[config.mk]
export PLATFORM = sky130hd
export DESIGN_NAME = alu8
export DESIGN_NICKNAME = d
export VERILOG_FILES = /design/src/rtl/alu8.sv
export SDC_FILE = /design/constraint.sdc
export NUM_CORES = 1
export LEC_CHECK = 0
export BUFFER_PORTS_ARGS = -buffer_cell sky130_fd_sc_hd__buf_2
export CAP_MARGIN = 5
export CORE_MARGIN = 4
export CORE_UTILIZATION = 45
export DETAILED_ROUTE_END_ITERATION = 10
export PLACE_DENSITY = 0.71
export REMOVE_ABC_BUFFERS = 1
export SLEW_MARGIN = 20
export SYNTH_ARGS = -nofsm -noshare
export SYNTH_HDL_FRONTEND = slang
export SYNTH_SLANG_ARGS = --single-unit
[constraint.sdc]
create_clock -name vclk -period 3.9
set_input_delay 0.78 -clock vclk [all_inputs]
set_output_delay 0.78 -clock vclk [all_outputs]
set_load 0.02 [all_outputs]
[src/rtl/alu8.sv]
module alu8 #(
  parameter int W = 8
) (
  input  logic [W-1:0] op_a,
  input  logic [W-1:0] op_b,
  input  logic [3:0]   func,
  output logic [W-1:0] result
);
  localparam int SHW = $clog2(W);

  localparam logic [3:0] F_ADD = 4'd0,  F_SUB = 4'd1,  F_AND = 4'd2,  F_OR  = 4'd3;
  localparam logic [3:0] F_XOR = 4'd4,  F_GT  = 4'd5,  F_LT  = 4'd6,  F_GE  = 4'd7;
  localparam logic [3:0] F_LE  = 4'd8,  F_EQ  = 4'd9,  F_NE  = 4'd10, F_SRL = 4'd11;
  localparam logic [3:0] F_SLL = 4'd12, F_SRA = 4'd13;

  logic [W:0]     diff;
  logic           borrow, zero;
  logic [SHW-1:0] amt;
  logic           far;
  logic [W-1:0]   srl_v, sll_v, sra_v;

  assign diff   = {1'b0, op_a} - {1'b0, op_b};
  assign borrow = diff[W];
  assign zero   = (diff[W-1:0] == '0);

  assign amt   = op_b[SHW-1:0];
  assign far   = |op_b[W-1:SHW];
  assign srl_v = far ? '0 : (op_a >> amt);
  assign sll_v = far ? '0 : (op_a << amt);
  assign sra_v = far ? {W{op_a[W-1]}} : W'($signed(op_a) >>> amt);

  always_comb begin
    result = '0;
    case (func)
      F_ADD: result = op_a + op_b;
      F_SUB: result = diff[W-1:0];
      F_AND: result = op_a & op_b;
      F_OR:  result = op_a | op_b;
      F_XOR: result = op_a ^ op_b;
      F_GT:  result[0] = !borrow && !zero;
      F_LT:  result[0] = borrow;
      F_GE:  result[0] = !borrow;
      F_LE:  result[0] = borrow || zero;
      F_EQ:  result[0] = zero;
      F_NE:  result[0] = !zero;
      F_SRL: result = srl_v;
      F_SLL: result = sll_v;
      F_SRA: result = sra_v;
      default: result = '0;
    endcase
  end

  always_comb begin

    if (func == F_ADD) add_inverse_chk: assert (W'(result - op_b) == op_a);

    if (func == F_SUB) sub_inverse_chk: assert (W'(result + op_b) == op_a);

    if (func >= F_GT && func <= F_NE) bool_width_chk: assert (result[W-1:1] == '0);

    if (func == F_SRL && op_b != '0) srl_top_chk: assert (result[W-1] == 1'b0);

    if (func == F_SLL && op_b != '0) sll_bottom_chk: assert (result[0] == 1'b0);

    if (func == F_SRA) sra_sign_chk: assert (result[W-1] == op_a[W-1]);

    if (func > F_SRA) reserved_zero_chk: assert (result == '0);
  end
endmodule

Yosys cells after proc, flatten, opt, wreduce, memory -nomap -nowiden
Cells that the tools add are included.
Operators by class
  shift-type cells: 3
  bitwise operators: 3
  reduce and logical (&&, ||, !) cells: 7
  eq/ne operators: 13
  $add $sub $neg: 2
  multiplexer cells: 5
Operators by type and width (count)
  case mux 7 bit (8 select lines): 1
  == test 4 bit (second input constant): 6
  2-to-1 mux 8 bit: 3
  == test 4 x 3 -> 1 bit (second input constant): 4
  case mux 1 bit (14 select lines): 1
  subtractor 8 x 8 -> 9 bit: 1
  adder 8 bit: 1
  bitwise AND 8 bit: 1
  == test 4 x 2 -> 1 bit (second input constant): 2
  zero test 8 bit: 1
  OR 8 bit: 1
  left shift 8 x 3 -> 8 bit: 1
  >> shifter 8 x 3 -> 8 bit: 1
  >>> shifter 8 x 3 -> 8 bit: 1
  bitwise XOR 8 bit: 1
  OR reduction 5 bit: 1
  == test 4 x 1 -> 1 bit (second input constant): 1
  zero test 4 bit: 1
  zero test 1 bit: 2
  logical AND 1 bit: 1
  logical OR 1 bit: 1
Word-level totals
  output and inout bits: 8
  logic and storage cells: 33
  register bits after elaboration: 0

Logic depth before layout (Yosys ltp)
Gate-level depths: netlist of the first run.
  word-level depth: 5
  depth in mapped cells: 11

Worst setup path before layout of the first run
OpenSTA, ideal clock, no wires.
  path type: input -> output
  start point: input port op_b[2]
  end point: output port result[0]
  stages on the path: 11
  slack: 0.257 ns
  data arrival time: 2.863 ns
  path buffers: 2
  path through: clkbuf_1 inv_1 ha_1 buf_6 o21bai_2 o211a_1 o211ai_2 o211ai_1 nor3_2 mux2i_1 o311ai_2
Between the ends
  longest elaborated chain between the ends: 5
RTL lines
  start: declaration: line 5  | input logic [W-1:0] op_b,
  subtractor 8 x 8 -> 9 bit: line 22  | assign diff = {1'b0, op_a} - {1'b0, op_b};
  zero test 8 bit: line 24  | assign zero = (diff[W-1:0] == '0);
  zero test 1 bit: line 40, 45
  logical AND 1 bit: line 40  | F_GT: result[0] = !borrow && !zero;
  case mux 1 bit (14 select lines) *: line 34  | case (func)
  end: declaration: line 7  | output logic [W-1:0] result
Mark *: on every way between the ends. The rest lies on a longest branch, timed or not.

Final worst setup path of the first run
  start point: input port op_b[0]
  end point: output port result[0]
The elaborated chain is that of the path after synthesis.

==> results of run 1 <==
-- cells by family after synthesis --
logic type | after synthesis
AOI/OAI and AO/OA | 87
xor gates and xnor gates | 8
adders and majority gates | 27
buffers and inverters | 44
muxes | 14
and+or+nand+nor | 102
-- routing by layer --
metal / share of wire / GRT usage
met3: 0.056 / 0.00811
met4: 0.033 / 0.0644
met2: 0.46 / 0.369
met1: 0.45 / 0.328
met5: 0 / 0
-- how the worst max path moves through the flow --
stage | startpoint | endpoint | depth (start not counted)
after CTS | op_a[0] | result[0] | 12
final | op_b[0] | result[0] | 12
after detailed placement | op_a[0] | result[0] | 12
after global placement | op_a[0] | result[0] | 12
after global routing | op_a[1] | result[0] | 11
after floorplan | op_a[0] | result[0] | 10
-- worst max-delay path, cell delays in order --
cell and delay, ps:
buf_2 130, ha_4 170, fa_2 410, o21bai_4 200, o211a_1 220, o211ai_2 130, o211ai_1 170, nor3_2 110
buf_4 140, o311a_1 300, o311ai_2 80, buf_4 180
-- cell type report --
type / count / area, sq um
timing repair buffer: 49 / 323
tap: 50 / 62.6
inverter: 27 / 105
fill: 432 / 1800
multi-input combinational: 238 / 1830
-- power breakdown --
| group | switching, mW | total, mW | internal, mW | leakage (nW) |
|---|---|---|---|---|
| sequential | 0 | 0 | 0 | 0 |
| combinational | 0.174 | 0.299 | 0.125 | 1.03 |
| clock | 0 | 0 | 0 | 0 |
-- repair_timing --
item,4_1_cts,5_1_grt
buffers inserted,0,5
gates resized for setup,0,22
setup endpoints to repair,0,3
hold endpoints to repair,0,0
-- Yosys cell counts (all sizes together) (2+ instances only) --
master	count
a221oi	2
xor2	3
o311a	2
nor2	28
nand2	19
or3	4
nor3	15
o31ai	2
nor2b	9
nor3b	3
o21bai	4
a31oi	3
inv	27
nand2b	4
o21ai	16
nand3	7
fa	2
a2111oi	4
xnor2	5
o22ai	3
o211ai	5
clkbuf	3
a22oi	3
o221ai	2
ha	25
and3	2
nor4	5
mux4	4
a21oi	16
o21a	2
a211oi	10
mux2i	9
buf	14
-- metrics by stage --
stage               hold WS (ps)  setup WS (ps)  instances
global route                2170          -64.8        364
finish                      2130            100        364
detailed placement          2120           59.6        359
global placement            2120            102        359
CTS                         2120           56.4        359
floorplan                   1710            380        265
==> summary.txt, run 1 <==
Timing
  – RSZ-0062 raised after global routing: yes
  – Maximum clock frequency: 0.263 GHz
  – Crit path time final: 3800 ps
  – Slew Limit Fails: 0
  – Fin. Hold Viols: 0
  – Max-slew headroom: 0.659
  – Final TNS setup: 0 ps
  – Final worst path period share: 0.974
  – Final-report setup violation count: 0
  – Least-Margin Pin Slew: 499 ps

Worst hold path
  – Hold Path Depth: 3
  – Hold path startpoint: func[1]
  – Hold Crit Class: input port to output port
  – Worst hold endpoint: result[0]

Cells and area
  – Clk_buf instances: 0
  – Most common cell after layout, fill and taps aside: nor2_1
  – Final Util: 0.564
  – Final #Nets: 363
  – Post-Layout Inst Area: 0.00232 sq mm
  – Most frequent cells in the layout: nor2_1, buf_2, inv_1
  – Layout cell share with drive strength beyond 1: 0.245
  – Layout Area Growth over Synthesis: 17.9%
  – Register area: 0 sq um
  – Ant. Diodes: 0
  – Sequential cell count: 0

Floorplan
  – DIE WIDTH: 74.1 um
  – IO Pins: 28
  – Die Ht: 74.1 um
  – Die ar.: 0.00550 sq mm
  – Core area: 0.00412 sq mm
  – Initial Util: 0.478
  – Std cell rows: 23

Yosys
  – Average cell area after synthesis: 6.98 sq um
  – Seq/Total Area, Yosys: 0
  – Post-synth design cell area: 0.00197 sq mm
  – Synth top area cells: ha_1, nor2_1, inv_1
  – Mux share of post-synthesis cell area: 0.0973
  – Biggest area consumer among synthesized cells: ha_1
  – Syn Inst Count: 282
  – Synth Area in XOR/XNOR: 0.0356
  – Post-Synth Adder-Cell Area: 0.179
  – Synth Area in Compound Gates: 0.318
  – Synth Area in Simple Gates: 0.267
  – Area share of the largest cell type after synthesis: 0.159
  – Distinct cell type count after synthesis: 65
  – Main combinational cell family by area after synthesis: compound AO/OA/AOI/OAI gates
  – Synth Warn #: 0

Detailed routing
  – Wirelength per Cell: 17.2 um
  – Detail Route Antenna Nets: 0
  – Via/cell ratio: 6.30
  – Initial DRC Count: 242
  – Detailed-route via count: 2,293
  – Routed wire length: 6.24 mm
  – Residual DRC count: 0
  – First drt pass iteration count: 5

Global routing
  – Antenna violations before repair: 0
  – Largest net degree at the start of global routing: 24
  – GR Overflow Total: 0
  – Vias in the first global route: 2,000
  – First-pass GRT wire length: 9.98 mm
  – Gr usage total: 0.228

Job
  – Max cap viols: 0

Pwr
  – Overall Power: 0.299 mW
  – Leakage power: 1.03 nW
  – Max VDD drop: 0.0000539 V
  – Power per Cell Area: 129 mW/mm^2

Worst setup path
  – Crit end category: output port
  – Startpoint types: input port
  – Critical path class: input port to output port
  – CP Max Fanout: 5
  – Data arrival, critical path: 3020 ps
  – Critical path data required time: 3120 ps

Place
  – Count of input and output buffers: 28
  – Post-DP Area: 0.00219 sq mm
  – RePlAce Congestion: 0.997
  – HPWL after DPL: 5.02 mm

Clocking
  – CTS Hold Bufs: 0

Run status
  – Status: finished clean
No activity file was read; power rests on OpenSTA's default activity.
==> inputs of run 2 (changes only) <==
--- a/config.mk
+++ b/config.mk
@@ -10,7 +10,7 @@
 export CORE_MARGIN = 4
 export CORE_UTILIZATION = 45
 export DETAILED_ROUTE_END_ITERATION = 10
-export PLACE_DENSITY = 0.71
+export PLACE_DENSITY = 0.77
 export REMOVE_ABC_BUFFERS = 1
 export SLEW_MARGIN = 20
 export SYNTH_ARGS = -nofsm -noshare
==> run 2 against run 1 <==
Via count grew 3.7%. Fmax shrank 1.4%. Power grew 2.2%. Critical path type unchanged. Largest power group unchanged.
==> summary.txt, run 2 (same netlist as run 1, synthesis figures left out) <==
Place
  – HPWL after DPL: 5.16 mm (+2.8%)
  – Placed cells: 362 (+0.84%)
  – RePlAce Congestion: 0.978 (-1.9%)
  – Dpl ws: 43.4 ps (-16.2 ps)
  – Count of input and output buffers: 28 (unchanged)

Detailed routing
  – Met2 wire length: 3.13 mm (+8.9%)
  – Met3 WL post-DR: 435 um (+24%)
  – Post-Route M1 WL: 2.82 mm (+0.46%)
  – Detailed-route via count: 2,378 (+3.7%)
  – First drt pass iteration count: 6 (+1)
  – Wirelength per Cell: 18.0 um (+5.1%)
  – Initial DRC Count: 345 (+43%)
  – Via/cell ratio: 6.50 (+3.1%)
  – Routed wire length: 6.60 mm (+5.7%)
  – Residual DRC count: 0 (unchanged)
  – Top Layer Used: met4
  – Detail Route Antenna Nets: 0 (unchanged)

Cells and area
  – Fill cells: 408 (-5.6%)
  – Clk_buf instances: 0 (unchanged)
  – Final Util: 0.566 (+0.00274)
  – Layout cell share with drive strength beyond 1: 0.244 (-0.00155)
  – Register area: 0 sq um (unchanged)
  – Most frequent cells in the layout: nor2_1, buf_2, buf_4
  – Ant. Diodes: 0 (unchanged)
  – Non-Filler Instances: 366 (+0.55%)
  – Layout Area Growth over Synthesis: 18.4%
  – Final #Nets: 365 (+0.55%)
  – Sequential cell count: 0 (unchanged)
  – Most common cell after layout, fill and taps aside: nor2_1
  – Area of the multi-input gates: 0.00183 sq mm (-0.21%)

Timing
  – Least-Margin Pin Slew: 555 ps (+56.8 ps)
  – Final worst path period share: 0.989 (+0.0143)
  – Crit path time final: 3860 ps (+55.9 ps)
  – Final setup margin: 44.1 ps (-55.9 ps)
  – Max-slew headroom: 0.620 (-0.0388)
  – Final TNS setup: 0 ps (unchanged)
  – RSZ-0062 raised after global routing: yes
  – Final-report setup violation count: 0 (unchanged)
  – Fin. Hold Viols: 0 (unchanged)
  – Hold_ws: 2120 ps (-12.1 ps)
  – Slew Limit Fails: 0 (unchanged)
  – Maximum clock frequency: 0.259 GHz (-1.4%)

Worst setup path
  – Startpoint types: input port
  – Crit path buffers/inverters: 3 (unchanged)
  – Critical path data required time: 3120 ps (about the same)
  – CP delay by family, top: simple AND/OR/NAND/NOR gates
  – Slowest cell on crit path: fa_2
  – Cell chain of the critical path: buf_8 -> clkinvlp_4 -> fa_2 -> o21bai_4 -> nor3_2 -> nor4_2 -> o211ai_1 -> nor3_2 -> mux2i_1 -> o311ai_2 -> buf_4
  – Slowest stage delay, CP: 480 ps (+70 ps)
  – Most frequent CP cell: nor3_2
  – CP Max Fanout: 5 (unchanged)
  – Critical path class: input port to output port
  – Crit end category: output port
  – Data arrival, critical path: 3080 ps (+60 ps)

Clocking
  – CTS Hold Bufs: 0 (unchanged)

Floorplan
  – Std cell rows: 23 (unchanged)
  – Core area: 0.00412 sq mm (unchanged)
  – Die ar.: 0.00550 sq mm (unchanged)
  – DIE WIDTH: 74.1 um (unchanged)
  – Initial Util: 0.478 (unchanged)
  – IO Pins: 28 (unchanged)
  – Die Ht: 74.1 um (unchanged)

Job
  – Max cap viols: 0 (unchanged)

Pwr
  – Power per Cell Area: 131 mW/mm^2 (+1.7%)
  – Leakage power: 1.04 nW (+1.0%)
  – Max VDD drop: 0.0000544 V (+0.87%)

Run status
  – Status: finished clean

Global routing
  – Vias in the first global route: 2,215 (+11%)
  – Gr usage total: 0.237 (+0.00910)
  – Largest net degree at the start of global routing: 23 (-4.2%)
  – GR Overflow Total: 0 (unchanged)
  – First-pass GRT wire length: 10.6 mm (+5.7%)
  – Antenna violations before repair: 0 (unchanged)

Worst hold path
  – Hold Crit Class: input port to output port
==> run 2: cell types whose count changed in the layout (fill, tap and decap cells not counted), sizes merged <==
cell,before,now
buf,49,51
==> run 2: what timing repair did <==
action / CTS / global route
resized for setup: 0 / 18
endpoints found under the setup margin: 0 / 1
setup buffers: 0 / 4
==> run 2: report_power, final <==
group          total (mW)  switching, mW  internal [mW]
Combinational       0.306          0.178          0.127
Sequential              0              0              0
Clock                   0              0              0
==> run 2: through the flow <==
step                      instance area (sq um)  total power [mW]
after floorplan                            1870             0.177
after global placement                     2210             0.276
after detailed placement                   2210             0.279
after CTS                                  2210             0.281
after global routing                       2330             0.331
final                                      2330             0.306
==> run 2: layout make-up <==
type,count,share of cell area
inverters,27,0.0451
well taps,50,0.0268
repair buffers,51,0.145
multi-input cells,238,0.783
==> run 2: metal layers <==
| metal | up-vias | track usage |
|---|---|---|
| li1 | 1113 | - |
| met1 | 1097 | 0.331 |
| met2 | 148 | 0.397 |
| met3 | 20 | 0.00541 |
| met4 | 0 | 0.0724 |
| met5 | - | 0 |
==> run 2: path summary, 6_finish.rpt <==
kind,from,end,depth (start not counted)
setup / recovery,op_a[1],result[0],11
hold / removal,func[1],result[0],3
